**config.mk**
```make
export PLATFORM = sky130hd
export DESIGN_NAME = rxbuf_mgr
export DESIGN_NICKNAME = d
export VERILOG_FILES = /design/src/rtl/rxbuf_pkg.sv /design/src/rtl/rxbuf_fscan.sv /design/src/rtl/rxbuf_ctrl.sv /design/src/rtl/rxbuf_flags.sv /design/src/rtl/rxbuf_mgr.sv
export SDC_FILE = /design/constraint.sdc
export NUM_CORES = 1
export LEC_CHECK = 0
export CORE_AREA = 2 2 251 253
export DETAILED_ROUTE_END_ITERATION = 10
export DIE_AREA = 0 0 253 255
export PLACE_DENSITY = 0.49
export SKIP_LAST_GASP = 1
export SLEW_MARGIN = 20
export SYNTH_ARGS = -nofsm -noshare
export SYNTH_HDL_FRONTEND = slang
export SYNTH_SLANG_ARGS = --single-unit
```
**constraint.sdc**
```tcl
create_clock -name clk -period 14 [get_ports clk]
set_input_delay 4.2 -clock clk [delete_from_list [all_inputs] [get_ports clk]]
set_output_delay 4.2 -clock clk [all_outputs]
set_load 0.03 [all_outputs]
```
**src/rtl/rxbuf_pkg.sv**
```systemverilog
package rxbuf_pkg;
  typedef enum logic [1:0] {ST_IDLE, ST_SCAN, ST_STORE, ST_FIN} rx_state_e;
  typedef enum logic [1:0] {ACT_NONE, ACT_BUF, ACT_FIFO, ACT_REJ} flt_act_e;

  localparam logic [2:0] CODE_OFF  = 3'b000;
  localparam logic [2:0] CODE_FIFO = 3'b001;
  localparam logic [2:0] CODE_REJ  = 3'b010;
  localparam logic [2:0] CODE_DED  = 3'b111;

  // what an element would do if its identifier matched
  function automatic flt_act_e elem_action(input logic [2:0] code, input logic [10:0] id2);
    case (code)
      CODE_FIFO: return ACT_FIFO;
      CODE_REJ:  return ACT_REJ;
      CODE_DED:  return (id2[10:9] == 2'b00) ? ACT_BUF : ACT_NONE;
      default:   return ACT_NONE;
    endcase
  endfunction

  function automatic logic id_equal(input logic exd, input logic [28:0] eid,
                                    input logic fxd, input logic [28:0] fid);
    if (exd != fxd) return 1'b0;
    if (exd) return eid == fid;
    return eid[10:0] == fid[10:0];
  endfunction

  // byte address of word w of buffer slot idx
  function automatic logic [15:0] slot_byte_addr(input logic [13:0] start, input logic [5:0] idx,
                                                 input logic [31:0] w, input logic [31:0] ew);
    logic [31:0] off;
    off = ((32'(idx) * ew) + w) << 2;
    return {start, 2'b00} + off[15:0];
  endfunction
endpackage

```
**src/rtl/rxbuf_fscan.sv**
```systemverilog
module rxbuf_fscan import rxbuf_pkg::*; #(
  parameter int NF = 8,
  parameter int NB = 64,
  localparam int IW = (NF > 1) ? $clog2(NF) : 1
) (
  input  logic [NF*3-1:0]  flt_code,
  input  logic [NF-1:0]    flt_xtd,
  input  logic [NF*29-1:0] flt_id1,
  input  logic [NF*11-1:0] flt_id2,
  input  logic [IW-1:0]    sel,
  input  logic             fxd,
  input  logic [28:0]      fid,
  input  logic [NB-1:0]    lock,
  output flt_act_e         act,
  output logic [5:0]       bidx,
  output logic             lock_skip
);
  logic [2:0]  code_a [NF];
  logic [28:0] id1_a  [NF];
  logic [10:0] id2_a  [NF];

  for (genvar k = 0; k < NF; k++) begin : g_unpack
    assign code_a[k] = flt_code[k*3 +: 3];
    assign id1_a[k]  = flt_id1[k*29 +: 29];
    assign id2_a[k]  = flt_id2[k*11 +: 11];
  end

  flt_act_e raw_act;
  logic     hit, tgt_locked;

  always_comb begin
    raw_act    = elem_action(code_a[sel], id2_a[sel]);
    hit        = id_equal(flt_xtd[sel], id1_a[sel], fxd, fid);
    bidx       = id2_a[sel][5:0];
    tgt_locked = (32'(bidx) >= NB) || lock[bidx[$clog2(NB)-1:0]];
    lock_skip  = hit && raw_act == ACT_BUF && tgt_locked;
    if (!hit || lock_skip) act = ACT_NONE;
    else                   act = raw_act;
  end
endmodule

```
**src/rtl/rxbuf_ctrl.sv**
```systemverilog
module rxbuf_ctrl import rxbuf_pkg::*; #(
  parameter int NF = 8,
  parameter int NB = 64,
  parameter int EW = 4,
  localparam int IW = (NF > 1) ? $clog2(NF) : 1,
  localparam int WW = (EW > 1) ? $clog2(EW) : 1
) (
  input  logic             clk,
  input  logic             rst_n,
  input  logic [13:0]      start_addr,
  input  logic             frm_valid,
  input  logic             frm_xtd,
  input  logic [28:0]      frm_id,
  input  logic [EW*32-1:0] frm_data,
  input  flt_act_e         act,
  input  logic [5:0]       bidx,
  input  logic [NB-1:0]    lock,
  output logic [IW-1:0]    sel,
  output logic             cap_xtd,
  output logic [28:0]      cap_id,
  output logic             busy,
  output logic             ram_we,
  output logic [15:0]      ram_addr,
  output logic [31:0]      ram_wdata,
  output logic             to_fifo,
  output logic             rejected,
  output logic             set_en,
  output logic [5:0]       set_idx,
  output logic             last_we
);
  localparam logic [IW-1:0] LAST_ELEM = IW'(NF - 1);
  localparam logic [WW-1:0] LAST_WORD = WW'(EW - 1);

  rx_state_e        state;
  logic [EW*32-1:0] cap_data;
  logic [5:0]       buf_q;
  logic [WW-1:0]    wcnt;

  always_ff @(posedge clk or negedge rst_n) begin
    if (!rst_n) begin
      state    <= ST_IDLE;
      sel      <= '0;
      cap_xtd  <= 1'b0;
      cap_id   <= '0;
      cap_data <= '0;
      buf_q    <= '0;
      wcnt     <= '0;
    end else begin
      case (state)
        ST_IDLE: if (frm_valid) begin
          cap_xtd  <= frm_xtd;
          cap_id   <= frm_id;
          cap_data <= frm_data;
          sel      <= '0;
          state    <= ST_SCAN;
        end
        ST_SCAN: begin
          case (act)
            ACT_BUF: begin
              buf_q <= bidx;
              wcnt  <= '0;
              state <= ST_STORE;
            end
            ACT_FIFO, ACT_REJ: state <= ST_IDLE;
            default: begin
              if (sel == LAST_ELEM) state <= ST_IDLE;
              else                  sel   <= sel + 1'b1;
            end
          endcase
        end
        ST_STORE: begin
          if (wcnt == LAST_WORD) state <= ST_FIN;
          else                   wcnt  <= wcnt + 1'b1;
        end
        default: state <= ST_IDLE;
      endcase
    end
  end

  always_comb begin
    busy      = state != ST_IDLE;
    ram_we    = state == ST_STORE;
    ram_addr  = slot_byte_addr(start_addr, buf_q, 32'(wcnt), 32'(EW));
    ram_wdata = cap_data[32'(wcnt)*32 +: 32];
    last_we   = ram_we && wcnt == LAST_WORD;
    to_fifo   = state == ST_SCAN && act == ACT_FIFO;
    rejected  = state == ST_SCAN && (act == ACT_REJ || (act == ACT_NONE && sel == LAST_ELEM));
    set_en    = state == ST_FIN;
    set_idx   = buf_q;
  end

  // words of one store go to consecutive addresses
  a_r5_word_step: assert property (@(posedge clk) disable iff (!rst_n)
    ram_we && $past(ram_we) |-> ram_addr == $past(ram_addr) + 16'd4);
  // a store never writes into a locked buffer
  a_r7_store_unlocked: assert property (@(posedge clk) disable iff (!rst_n)
    ram_we |-> !lock[buf_q[$clog2(NB)-1:0]]);
  // one outcome per scan step
  a_r4_one_outcome: assert property (@(posedge clk) disable iff (!rst_n)
    $onehot0({to_fifo, rejected, ram_we && wcnt == '0}));
endmodule

```
**src/rtl/rxbuf_flags.sv**
```systemverilog
module rxbuf_flags #(
  parameter int NB = 64
) (
  input  logic          clk,
  input  logic          rst_n,
  input  logic          set_en,
  input  logic [5:0]    set_idx,
  input  logic          last_we,
  input  logic          hst_wr,
  input  logic [1:0]    hst_addr,
  input  logic [31:0]   hst_wdata,
  output logic [31:0]   hst_rdata,
  output logic [NB-1:0] ndat,
  output logic          irq
);
  logic [63:0]   clr64, flags64;
  logic [NB-1:0] clr_vec, set_vec;
  logic          irq_clr;

  always_comb begin
    clr64 = '0;
    if (hst_wr && hst_addr == 2'd0) clr64[31:0]  = hst_wdata;
    if (hst_wr && hst_addr == 2'd1) clr64[63:32] = hst_wdata;
    clr_vec = clr64[NB-1:0];
    set_vec = '0;
    if (set_en && 32'(set_idx) < NB) set_vec[set_idx[$clog2(NB)-1:0]] = 1'b1;
    irq_clr = hst_wr && hst_addr == 2'd2 && hst_wdata[0];
    flags64 = 64'(ndat);
    case (hst_addr)
      2'd0:    hst_rdata = flags64[31:0];
      2'd1:    hst_rdata = flags64[63:32];
      2'd2:    hst_rdata = {31'd0, irq};
      default: hst_rdata = '0;
    endcase
  end

  always_ff @(posedge clk or negedge rst_n) begin
    if (!rst_n) begin
      ndat <= '0;
      irq  <= 1'b0;
    end else begin
      ndat <= (ndat & ~clr_vec) | set_vec;
      irq  <= (irq & ~irq_clr) | set_en;
    end
  end

  // a flag is set only right after the last word was written
  a_r6_set_after_write: assert property (@(posedge clk) disable iff (!rst_n)
    set_en |-> $past(last_we));
  // the interrupt flag follows every store
  a_r8_irq_follows: assert property (@(posedge clk) disable iff (!rst_n)
    set_en |=> irq);
  // a flag only falls where the host wrote a 1
  a_r9_clear_only_written: assert property (@(posedge clk) disable iff (!rst_n)
    ($past(ndat) & ~ndat & ~$past(clr_vec)) == '0);
  // a set in the same cycle as a clear still leaves the flag set
  a_r10_set_wins: assert property (@(posedge clk) disable iff (!rst_n)
    set_en && 32'(set_idx) < NB |=> ndat[$past(set_idx[$clog2(NB)-1:0])]);
endmodule

```
**src/rtl/rxbuf_mgr.sv**
```systemverilog
module rxbuf_mgr import rxbuf_pkg::*; #(
  parameter int NF = 8,
  parameter int NB = 64,
  parameter int EW = 4,
  localparam int IW = (NF > 1) ? $clog2(NF) : 1
) (
  input  logic             clk,
  input  logic             rst_n,
  input  logic [13:0]      start_addr,
  input  logic [NF*3-1:0]  flt_code,
  input  logic [NF-1:0]    flt_xtd,
  input  logic [NF*29-1:0] flt_id1,
  input  logic [NF*11-1:0] flt_id2,
  input  logic             frm_valid,
  input  logic             frm_xtd,
  input  logic [28:0]      frm_id,
  input  logic [EW*32-1:0] frm_data,
  output logic             busy,
  output logic             ram_we,
  output logic [15:0]      ram_addr,
  output logic [31:0]      ram_wdata,
  output logic             to_fifo,
  output logic             rejected,
  input  logic             hst_wr,
  input  logic [1:0]       hst_addr,
  input  logic [31:0]      hst_wdata,
  output logic [31:0]      hst_rdata,
  output logic             irq_drx
);
  flt_act_e      act;
  logic [5:0]    bidx, set_idx;
  logic          lock_skip, set_en, last_we, cap_xtd;
  logic [28:0]   cap_id;
  logic [IW-1:0] sel;
  logic [NB-1:0] ndat;

  rxbuf_fscan #(.NF(NF), .NB(NB)) u_scan (
    .flt_code(flt_code), .flt_xtd(flt_xtd), .flt_id1(flt_id1), .flt_id2(flt_id2),
    .sel(sel), .fxd(cap_xtd), .fid(cap_id), .lock(ndat),
    .act(act), .bidx(bidx), .lock_skip(lock_skip)
  );

  rxbuf_ctrl #(.NF(NF), .NB(NB), .EW(EW)) u_ctrl (
    .clk(clk), .rst_n(rst_n), .start_addr(start_addr),
    .frm_valid(frm_valid), .frm_xtd(frm_xtd), .frm_id(frm_id), .frm_data(frm_data),
    .act(act), .bidx(bidx), .lock(ndat), .sel(sel), .cap_xtd(cap_xtd), .cap_id(cap_id),
    .busy(busy), .ram_we(ram_we), .ram_addr(ram_addr), .ram_wdata(ram_wdata),
    .to_fifo(to_fifo), .rejected(rejected), .set_en(set_en), .set_idx(set_idx),
    .last_we(last_we)
  );

  rxbuf_flags #(.NB(NB)) u_flags (
    .clk(clk), .rst_n(rst_n), .set_en(set_en), .set_idx(set_idx), .last_we(last_we),
    .hst_wr(hst_wr), .hst_addr(hst_addr), .hst_wdata(hst_wdata), .hst_rdata(hst_rdata),
    .ndat(ndat), .irq(irq_drx)
  );

  // a locked target never starts a store in the next cycle
  a_r7_skip_no_store: assert property (@(posedge clk) disable iff (!rst_n)
    lock_skip && busy && !ram_we |=> !(ram_we && !$past(ram_we)));
endmodule

```
# --- Yosys cells after proc, flatten, opt, wreduce, memory -nomap -nowiden ---
# Cells that the tools add are included.
word_totals:
  ff_bits: 236
  input_bits: 562
  out_inout_bits: 85
classes:
  magnitude_cmp: 5
  eq_ne: 24
  shifts: 1
  n_reduce_logical: 27
  n_bitwise: 7
  addsub: 4
  muxes: 41
ops:
  columns: ["op", "count"]
  rows:
  - ["128-bit by 8-bit indexed part select with 32-bit output", 1]
  - ["32-bit one-hot mux with 3 select lines", 1]
  - ["29-bit binary-select mux with 3-bit select", 1]
  - ["64-bit bitwise AND", 1]
  - ["32-bit 2-to-1 mux", 2]
  - ["64-bit 2-to-1 mux", 1]
  - ["64-bit NOT", 1]
  - ["64-bit OR", 1]
  - ["29-bit 2-to-1 mux", 2]
  - ["11-bit binary-select mux with 3-bit select", 1]
  - ["29-bit == test", 1]
  - ["11-bit 2-to-1 mux", 2]
  - ["16-bit adder", 1]
  - ["3-bit 2-to-1 mux", 5]
  - ["6-bit by 7-bit less-than comparator with 1-bit output (second input constant)", 2]
  - ["2-bit == test (second input constant)", 6]
  - ["2-bit 2-to-1 mux", 6]
  - ["2-bit one-hot mux with 3 select lines", 2]
  - ["11-bit == test", 1]
  - ["1-bit 2-to-1 mux", 11]
  - ["1-bit logical AND", 10]
  - ["2-bit inequality test (second input constant)", 5]
  - ["8-bit by 2-bit adder with 9-bit output", 1]
  - ["3-bit binary-select mux with 3-bit select", 1]
  - ["other kinds (30)", 43]

# --- Depth between registers and ports, before layout ---
logic_depth:
  depth_word: 16
  depth_mapped: 13
  mapped_depth_nobuf: 12

# --- Hierarchy ---
# A second synthesis with hierarchy kept.
unflattened:
  cells_unflattened: 1151
  hier_area_um2: 15397.3
modules_own_cells:
  columns: ["mod", "area_each_um2", "n_inst", "seq_area_each_um2", "cells_each"]
  rows:
  - ["rxbuf_ctrl", 7886.3, 1, 4279.1, 509]
  - ["rxbuf_flags", 3896.2, 1, 1626.6, 343]
  - ["rxbuf_fscan", 3614.7, 1, 0.0, 299]

# --- Least setup slack after synthesis ---
# Ideal clock, no wire load.
synth_timing:
  path_type: "input to output"
  from: "input flt_id1[105]"
  to: "output to_fifo"
  t_required_ns: 9.800
  path_stages: 8
  t_arrival_ns: 6.954
  setup_slack_ns: 2.846
  cell_sequence: "mux4_2 mux2i_1 xnor2_1 nor4_2 nand4_1 o32a_1 nor3_4 nor4b_1"
synth_between:
  elab_chain_cells: 13
  word_cells_on_any_way: 14
  classes_between: "eq/ne: 2; mux: 7; reduce/logical: 5"
synth_rtl:
  columns: ["item", "line_no", "text"]
  rows:
  - ["start, declared", "rxbuf_mgr.sv:12", "input logic [NF*29-1:0] flt_id1,"]
  - ["29-bit binary-select mux with 3-bit select (*)", "rxbuf_fscan.sv:33", "hit = id_equal(flt_xtd[sel], id1_a[sel], fxd, fid);"]
  - ["29-bit 2-to-1 mux (not written as such) (*) (2 in series)", "rxbuf_fscan.sv:33", null]
  - ["29-bit == test (*)", "rxbuf_pkg.sv:23", "if (exd) return eid == fid;"]
  - ["1-bit 2-to-1 mux (*)", "rxbuf_pkg.sv:23", null]
  - ["1-bit 2-to-1 mux (*)", "rxbuf_pkg.sv:24", "return eid[10:0] == fid[10:0];"]
  - ["1-bit 2-to-1 mux (*)", "rxbuf_pkg.sv:23", null]
  - ["1-bit logical AND (2 in series)", "rxbuf_fscan.sv:36", "lock_skip = hit && raw_act == ACT_BUF && tgt_locked;"]
  - ["1-bit logical OR (*)", "rxbuf_fscan.sv:37", "if (!hit || lock_skip) act = ACT_NONE;"]
  - ["2-bit 2-to-1 mux (*)", "rxbuf_fscan.sv:37", null]
  - ["2-bit == test (*)", "rxbuf_ctrl.sv:86", "to_fifo = state == ST_SCAN && act == ACT_FIFO;"]
  - ["1-bit logical AND (*)", "rxbuf_ctrl.sv:86", null]
  - ["end, declared", "rxbuf_mgr.sv:22", "output logic to_fifo,"]
# Mark *: on every way between the ends. The rest lies on a longest branch, timed or not. The select of a mux whose other input is x is not followed.

# --- Worst setup path after layout ---
layout_timing:
  from: "input flt_id1[45]"
  to: "output to_fifo"
# Same word-level chain as after synthesis.

==> flow_summary_export.csv <==
group,metric,value,unit
status,status,"finished, final reports clean",
cells_and_area,drive_above_1_share,19.0,%
synthesis,ys_top_cells_by_area,"dfrtp_1 (41%), mux4_2 (14%), mux2_2 (13%)",
critical_path,r2r_cells,9,
sta,fmax,78.6,MHz
min_path,min_path_cells,1,
sta,rsz0062_at_grt,"no",
sta,slew_headroom,33.9,%
cells_and_area,fin_area,22500,um2
synthesis,yosysSeqAreaShare,41.0,%
job,maxCapViolCount,0,
critical_path,cp-end-kind,"primary output",
sta,hold_violations,0,
synthesis,ys_warn_count,0,
placed_design,port_buffers,620,
sta,fin_crit_sh,90.9,%
sta,tns,0,ns
sta,skew,0.0305,ns
power_and_ir_drop,power_leakage,8.85,nW
drt,via_per_inst,4.77,
power_and_ir_drop,p_total,3.73,mW
sta,drv_slew,0,
sta,tightest_slew,0.971,ns
sta,post-route-min-period,12.72,ns
synthesis,synth_edf_count,0,
cts,h-tree-depth,1,
drt,firstDrtPassIters,5,
cts,cts_tree,"done",
drt,drt-initial-drc-count,591,
cts,post_cts_resized,0,
cells_and_area,final_util,36.1,%
synthesis,yosysUniqueCellTypes,59,
drt,wire_per_inst,23.7,um
placed_design,routabilityCongestion,0.852,
global_route,grt_max_degree,112,
placed_design,dp_hpwl,48600,um
synthesis,syn_area,14400,um2
global_route,antenna_found_initial,24,
power_and_ir_drop,ir_drop,0.000103,V
synthesis,synth_top_area_share,41.0,%
sta,setup_ws,1.28,ns
cts,post_cts_buffers,0,
critical_path,criticalPathCategory,"in2out",
floorplanning,dieArea,64500,um2
cells_and_area,nets,2367,
power_and_ir_drop,p_per_area,166,nW/um2
min_path,min_from,"u_ctrl.cap_data[109]",
cells_and_area,fill_cells,6190,
cts,holdBufCountCts,0,
critical_path,crit_required,9.80,ns
cts,clock_latency,0.59,ns
synthesis,synth.avg_cell_area,12.0,um2
critical_path,reg2reg_from,"u_ctrl.sel[1]",
placed_design,dpl_cell_area,21400,um2
cells_and_area,layoutNonFillerInstCount,2625,
critical_path,crit_fanout,5,
sta,whs,0.500,ns
placed_design,dp_cells,2560,
drt,drcViolationCount,0,
cts,cts.clk_slew.worst_paths,0.06,ns
global_route,grtUsageTotal,18.7,%
min_path,hold_end,"u_ctrl.cap_data[109]",
synthesis,synth-main-ff-cell,"dfrtp_1",
cts,clk_path_buf_depth,3,
drt,wl,62200,um
critical_path,start_kind,"primary input",
cts,numCtsBuffers,30,
floorplanning,start_util,23.2,%
synthesis,ys_seq_elements,236,
global_route,first_global_vias,13352,
cells_and_area,area_growth,56.0,%
synthesis,syn-instance-count,1202,
synthesis,synthArstFlopShare,100,%
floorplanning,row_count,92,
drt,via_count,12527,
synthesis,synth_area_leader_cell,"dfrtp_1",
floorplanning,io_pins,647,
floorplanning,die_y,255,um
cts,root_buffer,"clkbuf_16",
critical_path,rrSetupSlack,9.20,ns
critical_path,r2r-end,"u_ctrl.sel[2]",
global_route,grt_pass1_wl,89100,um
floorplanning,die_w,253,um
critical_path,cp.arrival,8.52,ns
min_path,hp-class,"reg2reg",
floorplanning,core,62200,um2
cts,cts_sinks,236,
placed_design,pre_cts_slack,1.31,ns
global_route,overflow,0,
sta,setup_violations,0,
drt,ant_nets,0,
## sequential cells by signal (all words and copies together), names as in the netlist
register         cells
u_ctrl.sel           3
u_ctrl.state         2
u_ctrl.cap_xtd       1
u_flags.ndat        64
u_ctrl.wcnt          2
u_flags.irq          1
u_ctrl.set_idx       6
u_ctrl.cap_id       29
u_ctrl.cap_data    128
## synthesized netlist by cell type (all sizes together), types with 14 or more instances
cell type / number
a22o: 38
a22oi: 21
buf: 41
clkbuf: 39
dfrtp: 236
inv: 18
mux2: 172
mux2i: 132
mux4: 88
nand2: 131
nand3: 14
nor2: 71
o21ai: 42
xnor2: 22
## routing by layer
metal / share of wire (%) / global-route usage [%]
met1: 39 / 22.1
met2: 48 / 31.9
met3: 11 / 7.68
met4: 2.2 / 3.96
met5: 0.28 / 0
## layout make-up
class                      count  area, um2  share of cell area [%]
sequential                   236       5920                    26.4
clock inverter                 6       86.3                   0.384
multi-input combinational    869       8080                    36.0
timing repair buffer         638       6340                    28.3
clock buffer                  49        932                    4.15
antenna                       10       25.0                   0.111
tap                          799       1000                    4.45
inverter                      18       67.6                   0.301
## worst max-delay path by stage
stage                     slack [ns]          from       to  cells after the start
final                           1.28   flt_id1[45]  to_fifo                      9
after detailed placement        1.31   flt_id1[45]  to_fifo                      9
after CTS                       1.30   flt_id1[45]  to_fifo                      9
after global placement          1.31   flt_id1[45]  to_fifo                      9
after floorplan                 2.85  flt_id1[105]  to_fifo                      8
after global routing            1.23   flt_id1[45]  to_fifo                      9
## critical path, stage by stage
cell             delay [ns]
clkdlybuf4s50_1        0.52
mux4_2                 0.51
mux2i_1                0.57
xor2_1                 0.19
nand4_1                0.19
o32a_1                 0.43
nor3_4                 0.41
nor4b_1                0.66
clkdlybuf4s50_1        0.83
## layout by cell type (no fill, tap or decap), drive strengths merged, types with 6 or more instances in the layout
master,count
a21oi,12
a22o,38
a22oi,21
buf,20
clkbuf,49
clkdlybuf4s50,618
dfrtp,236
diode,10
ha,11
inv,18
mux2,172
mux2i,132
mux4,88
nand2,131
nand2b,9
nand3,14
nand4,12
nor2,71
nor3,12
nor3b,6
o21ai,42
xnor2,22
xor2,11
## cell families after synthesis
| kind of cell | count (synthesis) | share of synthesized area, % |
|---|---|---|
| flops | 236 | 41.0 |
| compound gates | 146 | 7.15 |
| simple gates | 284 | 9.05 |
| other cells | 1 | 0.0261 |
| xor+xnor | 33 | 2.01 |
| mux | 392 | 36.4 |
| buf+inv | 98 | 3.24 |
| fa+ha+maj | 12 | 1.10 |
## report_power, final
group,internal [mW],switching (mW),total (mW)
Sequential,0.931,0.208,1.14
Clock,0.472,0.319,0.790
Combinational,0.944,0.851,1.80
Total,2.35,1.38,3.73
Power figures use the tool's default switching activity.
